--- src/rtl/bcu_pkg.sv ---
package bcu_pkg;
    localparam int INSN_W = 16;
    localparam int FLAG_W = 4;

    typedef enum logic [1:0] {
        CLS_NONE   = 2'd0,
        CLS_BRANCH = 2'd1,
        CLS_LOOP   = 2'd2,
        CLS_FLAGS  = 2'd3
    } insn_class_e;
endpackage

--- src/rtl/bcu_decode.sv ---
module bcu_decode
    import bcu_pkg::*;
(
    input  logic [INSN_W-1:0] insn_i,
    output insn_class_e       cls_o,
    output logic [3:0]        cond_sel_o
);
    logic [3:0] sel;

    always_comb begin
        sel = {insn_i[15], insn_i[10:8]};
        if (insn_i[14:11] == 4'd0 && sel != 4'd0) begin
            cls_o = CLS_BRANCH;
        end else if (insn_i[15:9] == 7'b0111111) begin
            cls_o = CLS_LOOP;
        end else if (insn_i[15:5] == 11'b00000000101) begin
            cls_o = CLS_FLAGS;
        end else begin
            cls_o = CLS_NONE;
        end
        cond_sel_o = sel;
    end
endmodule

--- src/rtl/bcu_cond_eval.sv ---
module bcu_cond_eval
    import bcu_pkg::*;
(
    input  logic [3:0]        cond_sel_i,
    input  logic [FLAG_W-1:0] flags_i,
    output logic              take_o
);
    logic n, z, v, c, base;

    always_comb begin
        n = flags_i[3];
        z = flags_i[2];
        v = flags_i[1];
        c = flags_i[0];
        unique case (cond_sel_i[3:1])
            3'd0:    base = 1'b1;
            3'd1:    base = z;
            3'd2:    base = n ^ v;
            3'd3:    base = z | (n ^ v);
            3'd4:    base = n;
            3'd5:    base = c | z;
            3'd6:    base = v;
            default: base = c;
        endcase
        take_o = cond_sel_i[0] ? base : ~base;
    end
endmodule

--- src/rtl/bcu_target.sv ---
module bcu_target
    import bcu_pkg::*;
#(
    parameter int ADDR_W = 16,
    parameter int OFFS_W = 8,
    parameter int CNT_W  = 6
) (
    input  logic [INSN_W-1:0] insn_i,
    input  logic [ADDR_W-1:0] pc_i,
    input  logic              is_loop_i,
    output logic [ADDR_W-1:0] target_o
);
    localparam int SEXT_W = ADDR_W - OFFS_W - 1;
    localparam int ZEXT_W = ADDR_W - CNT_W - 1;

    logic [ADDR_W-1:0] fwd_step, back_step, addend;

    always_comb begin
        fwd_step  = {{SEXT_W{insn_i[OFFS_W-1]}}, insn_i[OFFS_W-1:0], 1'b0};
        back_step = {{ZEXT_W{1'b0}}, insn_i[CNT_W-1:0], 1'b0};
        addend    = is_loop_i ? (~back_step + 1'b1) : fwd_step;
        target_o  = pc_i + addend;
    end
endmodule

--- src/rtl/bcu_flag_unit.sv ---
module bcu_flag_unit
    import bcu_pkg::*;
(
    input  logic [INSN_W-1:0] insn_i,
    input  logic              is_flag_op_i,
    input  logic [FLAG_W-1:0] flags_i,
    output logic [FLAG_W-1:0] flags_o,
    output logic              flags_wr_o
);
    logic [FLAG_W-1:0] mask;

    always_comb begin
        mask = insn_i[FLAG_W-1:0];
        if (is_flag_op_i) begin
            flags_o    = insn_i[FLAG_W] ? (flags_i | mask) : (flags_i & ~mask);
            flags_wr_o = (mask != '0);
        end else begin
            flags_o    = flags_i;
            flags_wr_o = 1'b0;
        end
    end
endmodule

--- src/rtl/bcu_top.sv ---
module bcu_top
    import bcu_pkg::*;
#(
    parameter int ADDR_W = 16,
    parameter int OFFS_W = 8,
    parameter int CNT_W  = 6,
    parameter int RIDX_W = 3
) (
    input  logic                 clk_i,
    input  logic                 rst_ni,
    input  logic [INSN_W-1:0]    insn_i,
    input  logic [FLAG_W-1:0]    flags_i,
    input  logic [ADDR_W-1:0]    pc_i,
    input  logic [ADDR_W-1:0]    reg_i,
    output logic                 taken_o,
    output logic [ADDR_W-1:0]    next_pc_o,
    output logic                 reg_wr_o,
    output logic [RIDX_W-1:0]    reg_idx_o,
    output logic [ADDR_W-1:0]    reg_wdata_o,
    output logic                 flags_wr_o,
    output logic [FLAG_W-1:0]    flags_o
);
    localparam int RIDX_LSB = CNT_W;

    typedef struct packed {
        logic              taken;
        logic [ADDR_W-1:0] next_pc;
        logic              reg_wr;
        logic [RIDX_W-1:0] reg_idx;
        logic [ADDR_W-1:0] reg_wdata;
        logic              flags_wr;
        logic [FLAG_W-1:0] flags;
    } bcu_out_t;

    bcu_out_t out_d, out_q;

    insn_class_e       cls_d;
    logic [3:0]        cond_sel;
    logic              cond_take;
    logic [ADDR_W-1:0] target;
    logic [ADDR_W-1:0] dec_val;
    logic [FLAG_W-1:0] fu_flags;
    logic              fu_wr;

    bcu_decode u_decode (
        .insn_i     (insn_i),
        .cls_o      (cls_d),
        .cond_sel_o (cond_sel)
    );

    bcu_cond_eval u_cond (
        .cond_sel_i (cond_sel),
        .flags_i    (flags_i),
        .take_o     (cond_take)
    );

    bcu_target #(
        .ADDR_W (ADDR_W),
        .OFFS_W (OFFS_W),
        .CNT_W  (CNT_W)
    ) u_target (
        .insn_i    (insn_i),
        .pc_i      (pc_i),
        .is_loop_i (cls_d == CLS_LOOP),
        .target_o  (target)
    );

    bcu_flag_unit u_flags (
        .insn_i       (insn_i),
        .is_flag_op_i (cls_d == CLS_FLAGS),
        .flags_i      (flags_i),
        .flags_o      (fu_flags),
        .flags_wr_o   (fu_wr)
    );

    always_comb begin
        dec_val         = reg_i - 1'b1;
        out_d           = '0;
        out_d.next_pc   = pc_i;
        out_d.flags     = fu_flags;
        out_d.flags_wr  = fu_wr;
        unique case (cls_d)
            CLS_BRANCH: begin
                out_d.taken = cond_take;
            end
            CLS_LOOP: begin
                out_d.taken     = (dec_val != '0);
                out_d.reg_wr    = 1'b1;
                out_d.reg_idx   = insn_i[RIDX_LSB +: RIDX_W];
                out_d.reg_wdata = dec_val;
            end
            default: begin
                out_d.taken = 1'b0;
            end
        endcase
        if (out_d.taken) begin
            out_d.next_pc = target;
        end
    end

    always_ff @(posedge clk_i) begin
        if (!rst_ni) begin
            out_q <= '0;
        end else begin
            out_q <= out_d;
        end
    end

    assign taken_o     = out_q.taken;
    assign next_pc_o   = out_q.next_pc;
    assign reg_wr_o    = out_q.reg_wr;
    assign reg_idx_o   = out_q.reg_idx;
    assign reg_wdata_o = out_q.reg_wdata;
    assign flags_wr_o  = out_q.flags_wr;
    assign flags_o     = out_q.flags;

    // control-flow words never touch the flags
    assert_flags_kept_R12: assert property (@(posedge clk_i) disable iff (!rst_ni)
        (cls_d == CLS_BRANCH || cls_d == CLS_LOOP)
        |=> (!flags_wr_o && flags_o == $past(flags_i)));

    // unrelated words stay quiet
    assert_other_quiet_R13: assert property (@(posedge clk_i) disable iff (!rst_ni)
        (cls_d == CLS_NONE)
        |=> (!taken_o && !reg_wr_o && !flags_wr_o && flags_o == $past(flags_i)));

    // the fall-through address is the incoming PC
    assert_fallthrough_R7: assert property (@(posedge clk_i) disable iff (!rst_ni)
        (cls_d == CLS_NONE || cls_d == CLS_FLAGS) |=> (next_pc_o == $past(pc_i)));

    // the loop branches exactly on a nonzero count
    assert_loop_take_R9: assert property (@(posedge clk_i) disable iff (!rst_ni)
        reg_wr_o |-> (taken_o == (reg_wdata_o != '0)));

    // the register and flag writes never occur together
    assert_single_write_R11: assert property (@(posedge clk_i) disable iff (!rst_ni)
        $onehot0({reg_wr_o, flags_wr_o}));

    // the decremented value follows the register input
    assert_loop_dec_R8: assert property (@(posedge clk_i) disable iff (!rst_ni)
        (cls_d == CLS_LOOP) |=> (reg_wr_o && reg_wdata_o == $past(reg_i) - 1'b1));
endmodule

--- config.mk ---
export PLATFORM = sky130hd
export DESIGN_NAME = bcu_top
export DESIGN_NICKNAME = d
export VERILOG_FILES = /design/src/rtl/bcu_pkg.sv /design/src/rtl/bcu_decode.sv /design/src/rtl/bcu_cond_eval.sv /design/src/rtl/bcu_target.sv /design/src/rtl/bcu_flag_unit.sv /design/src/rtl/bcu_top.sv
export SDC_FILE = /design/constraint.sdc
export NUM_CORES = 1
export LEC_CHECK = 0
export BUFFER_PORTS_ARGS = -buffer_cell sky130_fd_sc_hd__buf_2
export CORE_AREA = 2 2 68 95
export CTS_CLUSTER_DIAMETER = 150
export DETAILED_ROUTE_END_ITERATION = 10
export DIE_AREA = 0 0 70 97
export MAX_ROUTING_LAYER = met4
export PLACE_DENSITY = 0.88
export SYNTH_ARGS = -nofsm -noshare
export SYNTH_HDL_FRONTEND = slang
export SYNTH_HIERARCHICAL = 1
export SYNTH_SLANG_ARGS = --single-unit
export TNS_END_PERCENT = 1
--- constraint.sdc ---
create_clock -name clk_i -period 4.6 [get_ports clk_i]
set_clock_uncertainty 0.15 [all_clocks]
set_input_delay 0.23 -clock clk_i [delete_from_list [all_inputs] [get_ports clk_i]]
set_output_delay 0.23 -clock clk_i [all_outputs]
set_load 0.005 [all_outputs]
# Word-level counts from Yosys, hierarchy flattened
# Cells that the tools add are included.
[classes]
n_addsub = 3
eq_ne = 11
mux = 11
bitwise_logic = 8
reduce_logical = 8
[op_table]
columns = ["operator", "n"]
rows = [
  ["$mux W16", 2],
  ["$mux W20", 1],
  ["$add A16 B1 Y16 const B", 1],
  ["$add A16 B16 Y16", 1],
  ["$not A7 Y16", 1],
  ["$reduce_bool A16 Y1", 1],
  ["$sub A16 B1 Y16 const B", 1],
  ["$eq A11 B3 Y1 const B", 1],
  ["$eq A3 B3 Y1 const B", 3],
  ["$mux W4", 2],
  ["$reduce_bool A4 Y1", 2],
  ["$eq A7 B6 Y1 const B", 1],
  ["$pmux W1 S7", 1],
  ["$eq A3 B2 Y1 const B", 2],
  ["$mux W2", 3],
  ["$and A4 B4 Y4", 1],
  ["$eq A2 B2 Y1 const B", 2],
  ["$logic_not A4 Y1", 1],
  ["$not A4 Y4", 1],
  ["$or A4 B4 Y4", 1],
  ["$reduce_and A2 Y1", 2],
  ["$eq A3 B1 Y1 const B", 1],
  ["$logic_not A3 Y1", 1],
  ["$eq A2 B1 Y1 const B", 1],
  ["other kinds (6)", 7],
]
[word_totals]
register_bits = 42
input_bits = 54
out_inout_bits = 42
word_cells = 48

# Longest topological paths before layout
[logic_depth]
word_depth = 8
depth_mapped = 17

# Cells and area by module
# The synthesis kept the hierarchy.
[by_module_without_submodules]
columns = ["module", "instances", "cells_each", "area_each_um2"]
rows = [
  ["bcu_top", 1, 200, 1836.8],
  ["bcu_target", 1, 118, 855.8],
  ["bcu_decode", 1, 12, 87.6],
  ["bcu_cond_eval", 1, 11, 73.8],
  ["bcu_flag_unit", 1, 9, 72.6],
]

# Worst setup path after synthesis
# No wires, ideal clock.
[synth_timing]
path_type = "input port to flip-flop"
startpoint = "input port insn_i[12]"
endpoint = "register out_q (netlist bit next_pc_o[13])"
setup_time_ps = 72
t_arrival_ps = 3701
t_required_ps = 4378
path_slack_ps = 677
path_stages = 16
path_buffers = 1
cell_sequence = "or4_4 o22ai_1 o21a_1 ha_1 buf_1 nand2_1 xnor2_1 ha_1 a21o_1 a21oi_2 a21boi_2 a221oi_4 or4b_1 o211ai_1 nand2_1 mux2i_1"
[synth_via]
elab_chain_cells = 8
word_cells_on_any_way = 13
classes_between = "add/sub (1); eq/ne (4); mux (6); reduce/logical (2)"
[synth_lines]
columns = ["item", "line_no", "source"]
rows = [
  ["from (decl)", "bcu_top.sv:11", "input logic [INSN_W-1:0] insn_i,"],
  ["$eq A11 B3 Y1", "bcu_decode.sv:16", "end else if (insn_i[15:5] == 11'b00000000101) begin"],
  ["$mux W2", "bcu_decode.sv:16", ""],
  ["$mux W2", "bcu_decode.sv:14", "end else if (insn_i[15:9] == 7'b0111111) begin"],
  ["$mux W2 *", "bcu_decode.sv:12", "if (insn_i[14:11] == 4'd0 && sel != 4'd0) begin"],
  ["via cls_d[1]", "bcu_top.sv:37", "insn_class_e cls_d;"],
  ["$eq A2 B2 Y1 *", "bcu_top.sv:64", ".is_loop_i (cls_d == CLS_LOOP),"],
  ["$mux W16 *", "bcu_target.sv:21", "addend = is_loop_i ? (~back_step + 1'b1) : fwd_step;"],
  ["$add A16 B16 Y16 *", "bcu_target.sv:22", "target_o = pc_i + addend;"],
  ["via target[13]", "bcu_top.sv:40", "logic [ADDR_W-1:0] target;"],
  ["$mux W16 *", "bcu_top.sv:96", "if (out_d.taken) begin"],
  ["to (signal assigned)", "bcu_top.sv:105", "out_q <= out_d;"],
  ["to (decl)", "bcu_top.sv:35", "bcu_out_t out_d, out_q;"],
]
# The timed path passes the listed nets; every way through them passes the cells marked *.
# A chain may end at the register's enable or synchronous reset.

# Worst setup path after layout
# Same ends and word-level chain as after synthesis.

==> impl_metrics.toml <==
[critical_path]
worst-path-max-fanout = 6
crit_chain = "buf_2, or4_4, o22ai_1, o21a_1, ha_1, nor3b_1, a31oi_1, ha_1, a21o_1, a31o_1, a221oi_4, or4b_1, o211ai_1, nand2_1, mux2i_1"
critPathKind = "in2reg"
crit_path_frequent_cell = "ha_1"
cp_slowest_cell = "or4_4"
arrival_ps = 3970
max_stage_delay_ps = 540
cp-start-kind = "input port"
cp.required_ps = 4670
endpoint_kind = "flip-flop"

[yosys]
yosys_warnings = 6
synth_edf_count = 0
ys_seq_elements = 42
synthFlopType = "dfxtp_1"
yosys.cell_types.count = 61
syn_area_sq_mm = 0.00293
avgSynthCellArea_sq_um = 8.36
synth_nets = 426
synth_seq_area_share_pct = 28.7
async_reset_ff_share_pct = 0
syn-instance-count = 350

[min_path]
hold_class = "in2reg"

[final_layout]
layout.cells.most_common = "buf_2"
final_cell_mix = "buf_2 (95), nand2_1 (48), dfxtp_1 (42)"
area_growth_pct = 20.5
n_fill_cell = 509
fin_util_pct = 60.2
drive_gt1_share_pct = 26.6
antenna_cells = 0
final_nets = 511

[clock_tree]
htreeDepth = 2
cts_setup_buffers = 0
hold_buffers = 0
cts_tree = "built"
cts_resized = 0
cts-root-buf = "clkbuf_8"
ctsLongestPathBuffers = 2
clkTransAtPathRegs_ps = 80
clock_sinks = 42
cts_buffers = 5

[timing]
finalHoldViolations = 0
drv_slew = 0
finalCritPeriodShare_pct = 84.7
max_freq_ghz = 0.257
hold_slack_ps = 36.7
setup-violations-final = 0
rsz0062_at_grt = "false"
fin_crit_ps = 3890
tightest_slew_ps = 957
max_slew_margin_pct = 36.2
tns_ps = 0

[global_route]
grt_pass1_vias = 2637
grt_usage_pct = 21.3
antenna_found_initial = 0
grt_overflow = 0
grt_pass1_wl_um = 11600
grt_max_degree = 43

[flow_run]
cap_violations = 0

[placed_design]
gp_congestion = 0.927
io_buffers = 95
dp_hpwl_um = 5420

[routing]
antenna_left = 0
drt-total-wl_um = 6890
wl_per_cell_um = 13.6
viasPerCell = 5.46
first_pass_iters = 4
dr_total_vias = 2762
drc = 0
drtIter0Drc = 155

[floorplan]
start_util_pct = 49.9
die_area_sq_mm = 0.00679
die_w_um = 70
ios = 96
rows = 33
coreArea_sq_mm = 0.00586
die_h_um = 97

[power]
power_density_mw_per_mm2 = 270
leakagePower_nw = 1.61
irDropWorstVdd_mv = 0.121

[outcome]
outcome = "completed"
==> final cells by class <==
class                      count  area (sq um)  area share, %
clock buffer                   5          68.8           1.95
clock inverter                 3          68.8           1.95
inverter                      17          63.8           1.81
multi-input combinational    272          1910           54.1
sequential                    42           841           23.8
tap                           70          87.6           2.48
timing repair buffer          97           490           13.9
==> cells in the mapped netlist, types with 3 or more instances <==
cell       n  area (sq um)
nand2_1   48           180
dfxtp_1   42           841
nor2_1    31           116
xnor2_1   23           201
ha_1      21           263
inv_1     17          63.8
mux2i_1   16           160
a21oi_1   13          65.1
clkbuf_1  10          37.5
nor3_1    10          50.1
a31oi_1    8          50.1
and2_1     7          43.8
and3_1     7          43.8
nor4_1     6          37.5
buf_4      5          37.5
nand3_1    5          25.0
nor4b_1    5          43.8
o21a_1     5          37.5
o21ai_0    5          25.0
mux2_1     4          45.0
o21ai_1    4          20.0
xor2_1     4          35.0
a211oi_1   3          22.5
nor2b_1    3          18.8
o31ai_1    3          22.5
or3_1      3          18.8
==> worst max-delay path, delay by kind of cell <==
family | cells | cell delay (ps)
AO/OA/AOI/OAI | 7 | 1450
AND/OR/NAND/NOR | 4 | 1410
adder cells (fa/ha/maj) | 2 | 630
multiplexers | 1 | 140
buffers and inverters | 1 | 110
==> kinds of logic after synthesis <==
group / synth area share [%]
AO/OA/AOI/OAI: 15.7
XOR/XNOR: 8.08
adder cells (fa/ha/maj): 9.66
buffers and inverters: 6.11
flip-flops: 28.7
multiplexers: 7.01
AND/OR/NAND/NOR: 24.7
==> layer usage <==
| layer | share of wire [%] | global-route usage (%) |
|---|---|---|
| met5 | 0 | - |
| met4 | 2.1 | 9.32 |
| met3 | 5.7 | 4.06 |
| met2 | 53 | 37.2 |
| met1 | 39 | 23.1 |
==> path summary, 6_finish.rpt <==
check | from | to | slack (ps) | cells past startpoint
worst max-delay path | insn_i[12] | next_pc_o[13]$_SDFF_PN0_ | 710 | 15
worst min-delay path | pc_i[14] | next_pc_o[14]$_SDFF_PN0_ | 40 | 3
==> stage by stage <==
| step | power [mW] | worst slack (ps) | cell area, sq um | std cells |
|---|---|---|---|---|
| finish | 0.953 | 705 | 3530 | 506 |
| CTS | 0.963 | 715 | 3530 | 506 |
| global placement | 0.598 | 538 | 3390 | 498 |
| detailed placement | 0.605 | 421 | 3390 | 498 |
| global route | 1.00 | 367 | 3530 | 506 |
| floorplan | 0.536 | 677 | 2930 | 350 |
==> state kept, by name, indices dropped and copies added, names as in the netlist <==
register     cells
next_pc_o       16
flags_o          4
reg_idx_o        3
reg_wr_o         1
reg_wdata_o     16
taken_o          1
flags_wr_o       1
==> where the power goes <==
group          leakage [nW]  total, mW  internal, mW  switching [mW]
clock network        0.0683      0.353         0.218           0.135
registers             0.344      0.376         0.373         0.00257
logic                  1.19      0.224        0.0987           0.125
No activity file was read; power rests on OpenSTA's default activity.
